--- config.mk ---
export PLATFORM = sky130hd
export DESIGN_NAME = gpio_port_ctl
export DESIGN_NICKNAME = d
export VERILOG_FILES = /design/src/rtl/gpio_port_pkg.sv /design/src/rtl/gpio_reg_bank.sv /design/src/rtl/gpio_pin_drive.sv /design/src/rtl/gpio_in_sync.sv /design/src/rtl/gpio_irq_gen.sv /design/src/rtl/gpio_port_ctl.sv
export SDC_FILE = /design/constraint.sdc
export NUM_CORES = 1
export LEC_CHECK = 0
export BUFFER_PORTS_ARGS = -buffer_cell sky130_fd_sc_hd__buf_2
export CORE_MARGIN = 10
export CORE_UTILIZATION = 50
export CTS_BUF_LIST = sky130_fd_sc_hd__clkbuf_2 sky130_fd_sc_hd__clkbuf_4 sky130_fd_sc_hd__clkbuf_8
export DETAILED_ROUTE_END_ITERATION = 10
export GPL_TIMING_DRIVEN = 0
export PLACE_DENSITY_LB_ADDON = 0.05
export SKIP_LAST_GASP = 1
export SLEW_MARGIN = 40
export SYNTH_ARGS = -nofsm -noshare
export SYNTH_HDL_FRONTEND = slang
export SYNTH_SLANG_ARGS = --single-unit
--- constraint.sdc ---
create_clock -name clk -period 1.7 [get_ports clk]
set_input_delay 0.34 -clock clk [delete_from_list [all_inputs] [get_ports clk]]
set_output_delay 0.34 -clock clk [all_outputs]
set_load 0.05 [all_outputs]
--- src/rtl/gpio_port_pkg.sv ---
package gpio_port_pkg;
  typedef enum logic [1:0] {
    MODE_PULL   = 2'b00,
    MODE_STRONG = 2'b01,
    MODE_ANALOG = 2'b10,
    MODE_OPEN   = 2'b11
  } drive_mode_e;

  localparam int ADDR_DATA   = 0;
  localparam int ADDR_PLANE0 = 1;
  localparam int ADDR_PLANE1 = 2;
  localparam int ADDR_IE     = 3;
  localparam int ADDR_CFG    = 4;

  localparam int CFG_W       = 2;
  localparam int CFG_EDGE    = 0;
  localparam int CFG_REGEN   = 1;
endpackage

--- src/rtl/gpio_reg_bank.sv ---
module gpio_reg_bank
  import gpio_port_pkg::*;
#(
  parameter int W  = 8,
  parameter int AW = 3
) (
  input  logic             clk,
  input  logic             rst,
  input  logic [AW-1:0]    addr,
  input  logic             wr,
  input  logic [W-1:0]     wdata,
  output logic [W-1:0]     data_q,
  output logic [W-1:0]     plane0_q,
  output logic [W-1:0]     plane1_q,
  output logic [W-1:0]     ie_q,
  output logic [CFG_W-1:0] cfg_q
);
  always_ff @(posedge clk) begin
    if (rst) begin
      data_q   <= '0;
      plane0_q <= '0;
      plane1_q <= '1;
      ie_q     <= '0;
      cfg_q    <= '0;
    end else if (wr) begin
      case (int'(addr))
        ADDR_DATA:   data_q   <= wdata;
        ADDR_PLANE0: plane0_q <= wdata;
        ADDR_PLANE1: plane1_q <= wdata;
        ADDR_IE:     ie_q     <= wdata;
        ADDR_CFG:    cfg_q    <= wdata[CFG_W-1:0];
        default: ;
      endcase
    end
  end
endmodule

--- src/rtl/gpio_pin_drive.sv ---
module gpio_pin_drive
  import gpio_port_pkg::*;
#(
  parameter int W = 8
) (
  input  logic         clk,
  input  logic         rst,
  input  logic [W-1:0] data,
  input  logic [W-1:0] plane0,
  input  logic [W-1:0] plane1,
  output logic [W-1:0] drv_hi,
  output logic [W-1:0] drv_lo,
  output logic [W-1:0] pull_up,
  output logic [W-1:0] in_en
);
  for (genvar i = 0; i < W; i++) begin : g_pin
    drive_mode_e mode;
    logic hi_d, lo_d, pu_d, ie_d;

    assign mode = drive_mode_e'({plane1[i], plane0[i]});

    always_comb begin
      hi_d = 1'b0;
      lo_d = 1'b0;
      pu_d = 1'b0;
      ie_d = 1'b1;
      case (mode)
        MODE_PULL: begin
          pu_d = data[i];
          lo_d = ~data[i];
        end
        MODE_STRONG: begin
          hi_d = data[i];
          lo_d = ~data[i];
        end
        MODE_OPEN: begin
          lo_d = ~data[i];
        end
        default: begin
          ie_d = 1'b0;
        end
      endcase
    end

    always_ff @(posedge clk) begin
      if (rst) begin
        drv_hi[i]  <= 1'b0;
        drv_lo[i]  <= 1'b0;
        pull_up[i] <= 1'b0;
        in_en[i]   <= 1'b0;
      end else begin
        drv_hi[i]  <= hi_d;
        drv_lo[i]  <= lo_d;
        pull_up[i] <= pu_d;
        in_en[i]   <= ie_d;
      end
    end
  end
endmodule

--- src/rtl/gpio_in_sync.sv ---
module gpio_in_sync #(
  parameter int W      = 8,
  parameter int STAGES = 2
) (
  input  logic         clk,
  input  logic         rst,
  input  logic [W-1:0] raw,
  output logic [W-1:0] synced,
  output logic [W-1:0] prev
);
  logic [W-1:0] stage [STAGES];

  always_ff @(posedge clk) begin
    if (rst) stage[0] <= '0;
    else     stage[0] <= raw;
  end

  for (genvar s = 1; s < STAGES; s++) begin : g_stage
    always_ff @(posedge clk) begin
      if (rst) stage[s] <= '0;
      else     stage[s] <= stage[s-1];
    end
  end

  assign synced = stage[STAGES-1];

  always_ff @(posedge clk) begin
    if (rst) prev <= '0;
    else     prev <= synced;
  end
endmodule

--- src/rtl/gpio_irq_gen.sv ---
module gpio_irq_gen #(
  parameter int W = 8
) (
  input  logic         clk,
  input  logic         rst,
  input  logic [W-1:0] synced,
  input  logic [W-1:0] prev,
  input  logic [W-1:0] enable,
  input  logic [W-1:0] usable,
  input  logic         edge_mode,
  input  logic         gmask,
  output logic         irq
);
  logic [W-1:0] gate;
  logic [W-1:0] trig;

  assign gate = enable & usable;
  assign trig = edge_mode ? (synced ^ prev) : synced;

  always_ff @(posedge clk) begin
    if (rst) irq <= 1'b0;
    else     irq <= gmask & (|(gate & trig));
  end
endmodule

--- src/rtl/gpio_port_ctl.sv ---
module gpio_port_ctl
  import gpio_port_pkg::*;
#(
  parameter int W  = 8,
  parameter int AW = 3
) (
  input  logic          clk,
  input  logic          rst,
  input  logic [AW-1:0] bus_addr,
  input  logic          bus_wr,
  input  logic [W-1:0]  bus_wdata,
  output logic [W-1:0]  bus_rdata,
  input  logic [W-1:0]  pad_in,
  input  logic          gpio_irq_mask,
  output logic [W-1:0]  pad_drv_hi,
  output logic [W-1:0]  pad_drv_lo,
  output logic [W-1:0]  pad_pull_up,
  output logic [W-1:0]  pad_in_en,
  output logic          port_irq,
  output logic          rail_reg_en
);
  localparam int SYNC_STAGES = 2;

  logic [W-1:0]     data_q, plane0_q, plane1_q, ie_q;
  logic [CFG_W-1:0] cfg_q;
  logic [W-1:0]     synced, prev, usable;

  gpio_reg_bank #(.W(W), .AW(AW)) u_regs (
    .clk(clk), .rst(rst), .addr(bus_addr), .wr(bus_wr), .wdata(bus_wdata),
    .data_q(data_q), .plane0_q(plane0_q), .plane1_q(plane1_q),
    .ie_q(ie_q), .cfg_q(cfg_q)
  );

  gpio_pin_drive #(.W(W)) u_drive (
    .clk(clk), .rst(rst), .data(data_q), .plane0(plane0_q), .plane1(plane1_q),
    .drv_hi(pad_drv_hi), .drv_lo(pad_drv_lo), .pull_up(pad_pull_up),
    .in_en(pad_in_en)
  );

  gpio_in_sync #(.W(W), .STAGES(SYNC_STAGES)) u_sync (
    .clk(clk), .rst(rst), .raw(pad_in), .synced(synced), .prev(prev)
  );

  // pins outside analog mode (plane1=1, plane0=0) have a live input
  assign usable = ~(plane1_q & ~plane0_q);

  gpio_irq_gen #(.W(W)) u_irq (
    .clk(clk), .rst(rst), .synced(synced), .prev(prev), .enable(ie_q),
    .usable(usable), .edge_mode(cfg_q[CFG_EDGE]), .gmask(gpio_irq_mask),
    .irq(port_irq)
  );

  assign rail_reg_en = cfg_q[CFG_REGEN];

  always_ff @(posedge clk) begin
    if (rst) begin
      bus_rdata <= '0;
    end else begin
      case (int'(bus_addr))
        ADDR_DATA:   bus_rdata <= synced & usable;
        ADDR_PLANE0: bus_rdata <= plane0_q;
        ADDR_PLANE1: bus_rdata <= plane1_q;
        ADDR_IE:     bus_rdata <= ie_q;
        ADDR_CFG:    bus_rdata <= {{(W-CFG_W){1'b0}}, cfg_q};
        default:     bus_rdata <= '0;
      endcase
    end
  end
endmodule

# Word-level counts from Yosys, hierarchy flattened
# Memory sizes are Yosys's and may differ from the RTL's.
# Index checks and enable logic that the tools add are counted.
[totals]
ram_bits = 16
reg_bits = 83
latchBits = 0
output_inout_bits = 42
mem_bits_ro = 0
memories = 1
word_cells = 165
[mem_list]
columns = ["memory", "depth", "width", "read_ports", "rd_clocked_by_memory_dff", "wr", "line", "text"]
rows = [
  ["u_sync.stage", 2, 8, 2, 0, 2, "gpio_in_sync.sv:11", "logic [W-1:0] stage [STAGES];"],
]
[classes]
reduce_logical = 47
bitwise_logic = 42
multipliers = 0
muxes = 15
n_div = 0
addsub = 0
shifts = 0
n_lt_le_gt_ge = 0
n_eq_ne = 20
[ops]
columns = ["op", "count"]
rows = [
  ["$reduce_or 2->1", 24],
  ["$pmux 8 s5", 1],
  ["$and 8x8->8", 4],
  ["$not 1->1", 32],
  ["$mux 8", 3],
  ["$reduce_or 3->1", 8],
  ["$eq 2x1->1 const B", 8],
  ["$eq 2x2->1 const B", 8],
  ["$logic_not 2->1", 8],
  ["$not 8->8", 2],
  ["$mux 1", 11],
  ["$reduce_and 2->1", 5],
  ["$reduce_or 8->1", 1],
  ["$xor 8x8->8", 1],
  ["$eq 3x2->1 const B", 2],
  ["$eq 3x1->1 const B", 1],
  ["$eq 3x3->1 const B", 1],
  ["$logic_not 3->1", 1],
  ["$or 1x1->1", 2],
  ["$and 1x1->1", 1],
]

# Logic depth before layout (Yosys ltp)
[depth]
depth_word = 7
mapped_depth = 6

# By module
# A second synthesis with hierarchy kept.
[hier_totals]
cells_unflattened = 374
hier_area_um2 = 3952.5
[by_module_without_submodules]
columns = ["module", "cells_per_inst", "area_per_inst_um2", "seq_area_each_um2", "instances"]
rows = [
  ["gpio_reg_bank", 135, 1411.4, 680.7, 1],
  ["gpio_pin_drive", 82, 1019.7, 640.6, 1],
  ["gpio_in_sync", 50, 693.2, 480.5, 1],
  ["gpio_port_ctl", 76, 599.3, 160.2, 1],
  ["gpio_irq_gen", 31, 229.0, 20.0, 1],
]

# Least setup slack after synthesis
# No wires, ideal clock.
[synth_timing]
kind = "flip-flop to flip-flop"
from = "reg u_regs.cfg_q[0]"
to = "reg u_irq.irq"
stages_incl_launch_ff = 6
synth_period_minus_slack_ns = 1.284
arrival_time_ns = 1.144
path_slack_ns = 0.416
setup_ns = 0.140
cell_sequence = "dfxtp_1 -> buf_6 -> nand2_1 -> xnor2_1 -> a2111oi_0 -> a41oi_1"
[synth_between]
elab_chain_len = 4
[synth_rtl]
columns = ["item", "line", "text"]
rows = [
  ["start: declaration", "gpio_reg_bank.sv:16", "output logic [CFG_W-1:0] cfg_q"],
  ["start signal: assignment", "gpio_reg_bank.sv:31", "ADDR_CFG: cfg_q <= wdata[CFG_W-1:0];"],
  ["$mux 8", "gpio_irq_gen.sv:18", "assign trig = edge_mode ? (synced ^ prev) : synced;"],
  ["$and 8x8->8", "gpio_irq_gen.sv:22", "else irq <= gmask & (|(gate & trig));"],
  ["$reduce_or 8->1", "gpio_irq_gen.sv:22", ""],
  ["$and 1x1->1", "gpio_irq_gen.sv:22", ""],
  ["end signal: assignment", "gpio_irq_gen.sv:22", ""],
  ["end: declaration", "gpio_irq_gen.sv:12", "output logic irq"],
]
# No other way between the ends.
# A chain may end at the register's enable or synchronous reset.

# Worst setup path in the final report
[layout_timing]
from = "reg u_regs.plane1_q[1]"
to = "reg u_irq.irq"
[layout_between]
elab_chain_len = 6
[layout_rtl]
columns = ["item", "line", "text"]
rows = [
  ["start: declaration", "gpio_reg_bank.sv:14", "output logic [W-1:0] plane1_q,"],
  ["start signal: assignment", "gpio_reg_bank.sv:29", "ADDR_PLANE1: plane1_q <= wdata;"],
  ["$and 8x8->8", "gpio_port_ctl.sv:45", "assign usable = ~(plane1_q & ~plane0_q);"],
  ["$not 8->8", "gpio_port_ctl.sv:45", ""],
  ["$and 8x8->8", "gpio_irq_gen.sv:17", "assign gate = enable & usable;"],
  ["$and 8x8->8", "gpio_irq_gen.sv:22", ""],
  ["$reduce_or 8->1", "gpio_irq_gen.sv:22", ""],
  ["$and 1x1->1", "gpio_irq_gen.sv:22", ""],
]
# No other way between the ends.

==> reports/qor.yml <==
run_status:
  outcome: "finished, final reports clean"
sta:
  rsz0062_at_grt: "false"
  fin_setup_tns_ns: 0
  period_share_pct: 95.2
  relSlewSlack_pct: 50.5
  worst_pin_slew_ns: 0.742
  hold_violations: 0
  drv_slew: 0
  fin_ws_ns: 0.0823
  max_freq_mhz: 618
  finalSetupViolCount: 0
  min_period_ns: 1.62
  finalClockSkew_ns: 0.00446
global_routing:
  use_met1_pct: 19.2
  grtUsageMet2_pct: 26.3
  grt_pass1_vias: 2781
  antenna_found_initial: 0
  met3_usage_pct: 5.14
  grt_pass1_wl_mm: 14.1
  grt_max_degree: 16
  busiest_layer: "met2"
  track_usage_pct: 16.1
  grt-ovfl-total: 0
hold_path:
  hold_depth: 2
  min_to: "u_sync.stage[0][1]"
  hp-class: "input pin to flip-flop"
  hp-start: "pad_in[1]"
route:
  wl_mm: 8.72
  vias_per_cell: 5.12
  drtPass1Iterations: 4
  drc: 0
  drtIter0Drc: 133
  num_vias: 2784
  wire_per_inst_um: 16.0
  antenna_left: 0
critical_path:
  critical_path_class: "flip-flop to flip-flop"
  arrival_ns: 1.84
  max_stage_delay_ns: 0.43
  cp_slowest_cell: "a2111oi_1"
  r2r_setup_slack_ns: 0.08
  cp-end-kind: "flip-flop"
  worst-path-max-fanout: 5
  cpLargestDelayFamily: "compound AO/OA/AOI/OAI gates"
  worstPathCellList: "nor2b_1 -> a211oi_1 -> a2111oi_1 -> a41oi_1"
  setup.worst_path.start_class: "flip-flop"
  rr_endpoint: "u_irq.irq"
  worstPathRequired_ns: 1.93
  r2r-start: "u_regs.plane1_q[1]"
  reg2reg_depth: 4
  critPathBufInv: 0
clock_network:
  htree_levels: 3
  clkTransAtPathRegs_ns: 0.09
  cts_sinks: 99
  cts_tree: "yes"
  clock_path_buffers: 2
  numCtsBuffers: 9
  cts_root_buf: "clkbuf_8"
  clkLatencyLatePin_ns: 0.36
  post_cts_buffers: 0
power_and_ir_drop:
  power.density_mw_per_mm2: 1090
  p_total_mw: 4.58
  peakVddDrop_mv: 0.602
  leakagePower_nw: 1.69
die:
  die-area_mm2: 0.0107
  initial_core_util_pct: 51.5
  fp-row-count: 30
  io_pins: 65
  coreArea_mm2: 0.00679
  dieWidth_um: 104
  die_y_um: 104
yosys:
  syn_inst: 370
  ys_types: 41
  async_flop_share_pct: 0
  postSynthAreaPerCell_um2: 9.46
  synth.yosys.seq_area_share_pct: 56.6
  ys_warn_count: 0
  synth_edf_count: 0
  ys.flop_type: "dfxtp_1"
  syn_nets: 393
  synth_seq_cells: 99
  syn_area_mm2: 0.00350
layout:
  drive_gt1_share_pct: 21.2
  fin_nets: 467
  final_cell_mix: "dfxtp_1, nand2_1, buf_2"
  fin_area_mm2: 0.00419
  diodes: 0
  syn2layout_area_growth_pct: 19.6
  post-route-util_pct: 61.6
  final_common_cell: "dfxtp_1"
place:
  post-place-ws_ns: -0.138
  hpwl_mm: 6.34
  post_dp_cell_area_mm2: 0.00394
  gp_congestion: 0.853
  port_buffers: 63
flow_run:
  maxCapViolCount: 0
-- timing repair --
| action | CTS | global route |
|---|---|---|
| gates resized for setup | 0 | 1 |
| hold buffers | 0 | 0 |
| setup endpoints to repair | 0 | 1 |
-- metal layers --
metal  part of all wire, %  wire (um)  up-vias
met5                     0          0        -
met4                   1.8        153        0
met3                   5.8        506       10
met2                    48       4150       77
met1                    45       3910     1306
li1                      -          -     1391
-- power breakdown --
group	leakage, nW	switching (mW)	internal, mW
Sequential	0.805	0.0379	2.38
Combinational	0.765	0.226	0.109
Clock	0.122	0.776	1.05
Total	1.69	1.04	3.54
-- synth_stat cells, drive strengths merged (2+ instances only) --
cell type	n	area [um2]
o221ai	7	61.3
a211oi	3	22.5
or3	2	12.5
a21bo	3	30.0
nand3	2	10.0
a2111oi	2	17.5
and3	3	18.8
a21oi	32	160
clkbuf	11	43.8
nor2	23	86.3
a211o	7	61.3
nand2	71	274
inv	9	33.8
xor2	2	17.5
mux2i	2	20.0
xnor2	3	26.3
buf	10	57.6
nor4b	8	70.1
dfxtp	99	1980
nor2b	30	188
and2b	3	23.8
nor3	8	40.0
nor4bb	8	80.1
nand3b	12	90.1
-- worst max path at each step --
stage	from	end	slack, ns	cells after the start
2_1_floorplan	u_regs.cfg_q[0]	u_irq.irq	0.42	5
6_report	u_regs.plane1_q[1]	u_irq.irq	0.08	4
4_1_cts	u_regs.plane1_q[1]	u_irq.irq	0.04	4
3_3_place_gp	rst	u_drive.in_en[2]	-0.11	4
3_5_place_dp	rst	u_drive.in_en[1]	-0.14	4
5_1_grt	u_regs.plane1_q[1]	u_irq.irq	0.01	4
-- area by class of cell --
cell class / count / area [um2]
fillers: 602 / 2610
multi-input cells: 241 / 1380
clock inverters: 4 / 97.6
well taps: 96 / 120
plain buffers: 21 / 101
repair buffers: 63 / 315
inverters: 9 / 33.8
clock buffers: 11 / 151
flip-flops and latches: 99 / 1980
-- flip-flops by register name, summed over array words and instances (netlist names) --
| name | cells |
|---|---|
| u_drive.drv_lo | 8 |
| u_regs.ie_q | 8 |
| u_sync.stage | 16 |
| bus_rdata | 8 |
| u_regs.cfg_q | 2 |
| u_drive.pull_up | 8 |
| u_regs.plane0_q | 8 |
| u_regs.plane1_q | 8 |
| u_sync.prev | 8 |
| u_regs.data_q | 8 |
| u_drive.in_en | 8 |
| u_drive.drv_hi | 8 |
| u_irq.irq | 1 |
-- metrics by stage --
stage / std cells / hold slack (ns)
after floorplan: 370 / 0.414
after global placement: 529 / 0.420
after detailed placement: 529 / 0.427
after CTS: 544 / 0.168
after global routing: 544 / 0.184
final: 544 / 0.182
-- cell families after synthesis --
kind of cell | after synthesis | synth area share [%]
compound gates | 60 | 11.3
buf+inv | 30 | 3.86
mux | 2 | 0.572
xor+xnor | 5 | 1.25
flops | 99 | 56.6
simple gates | 174 | 26.4
Power figures use the tool's default switching activity.
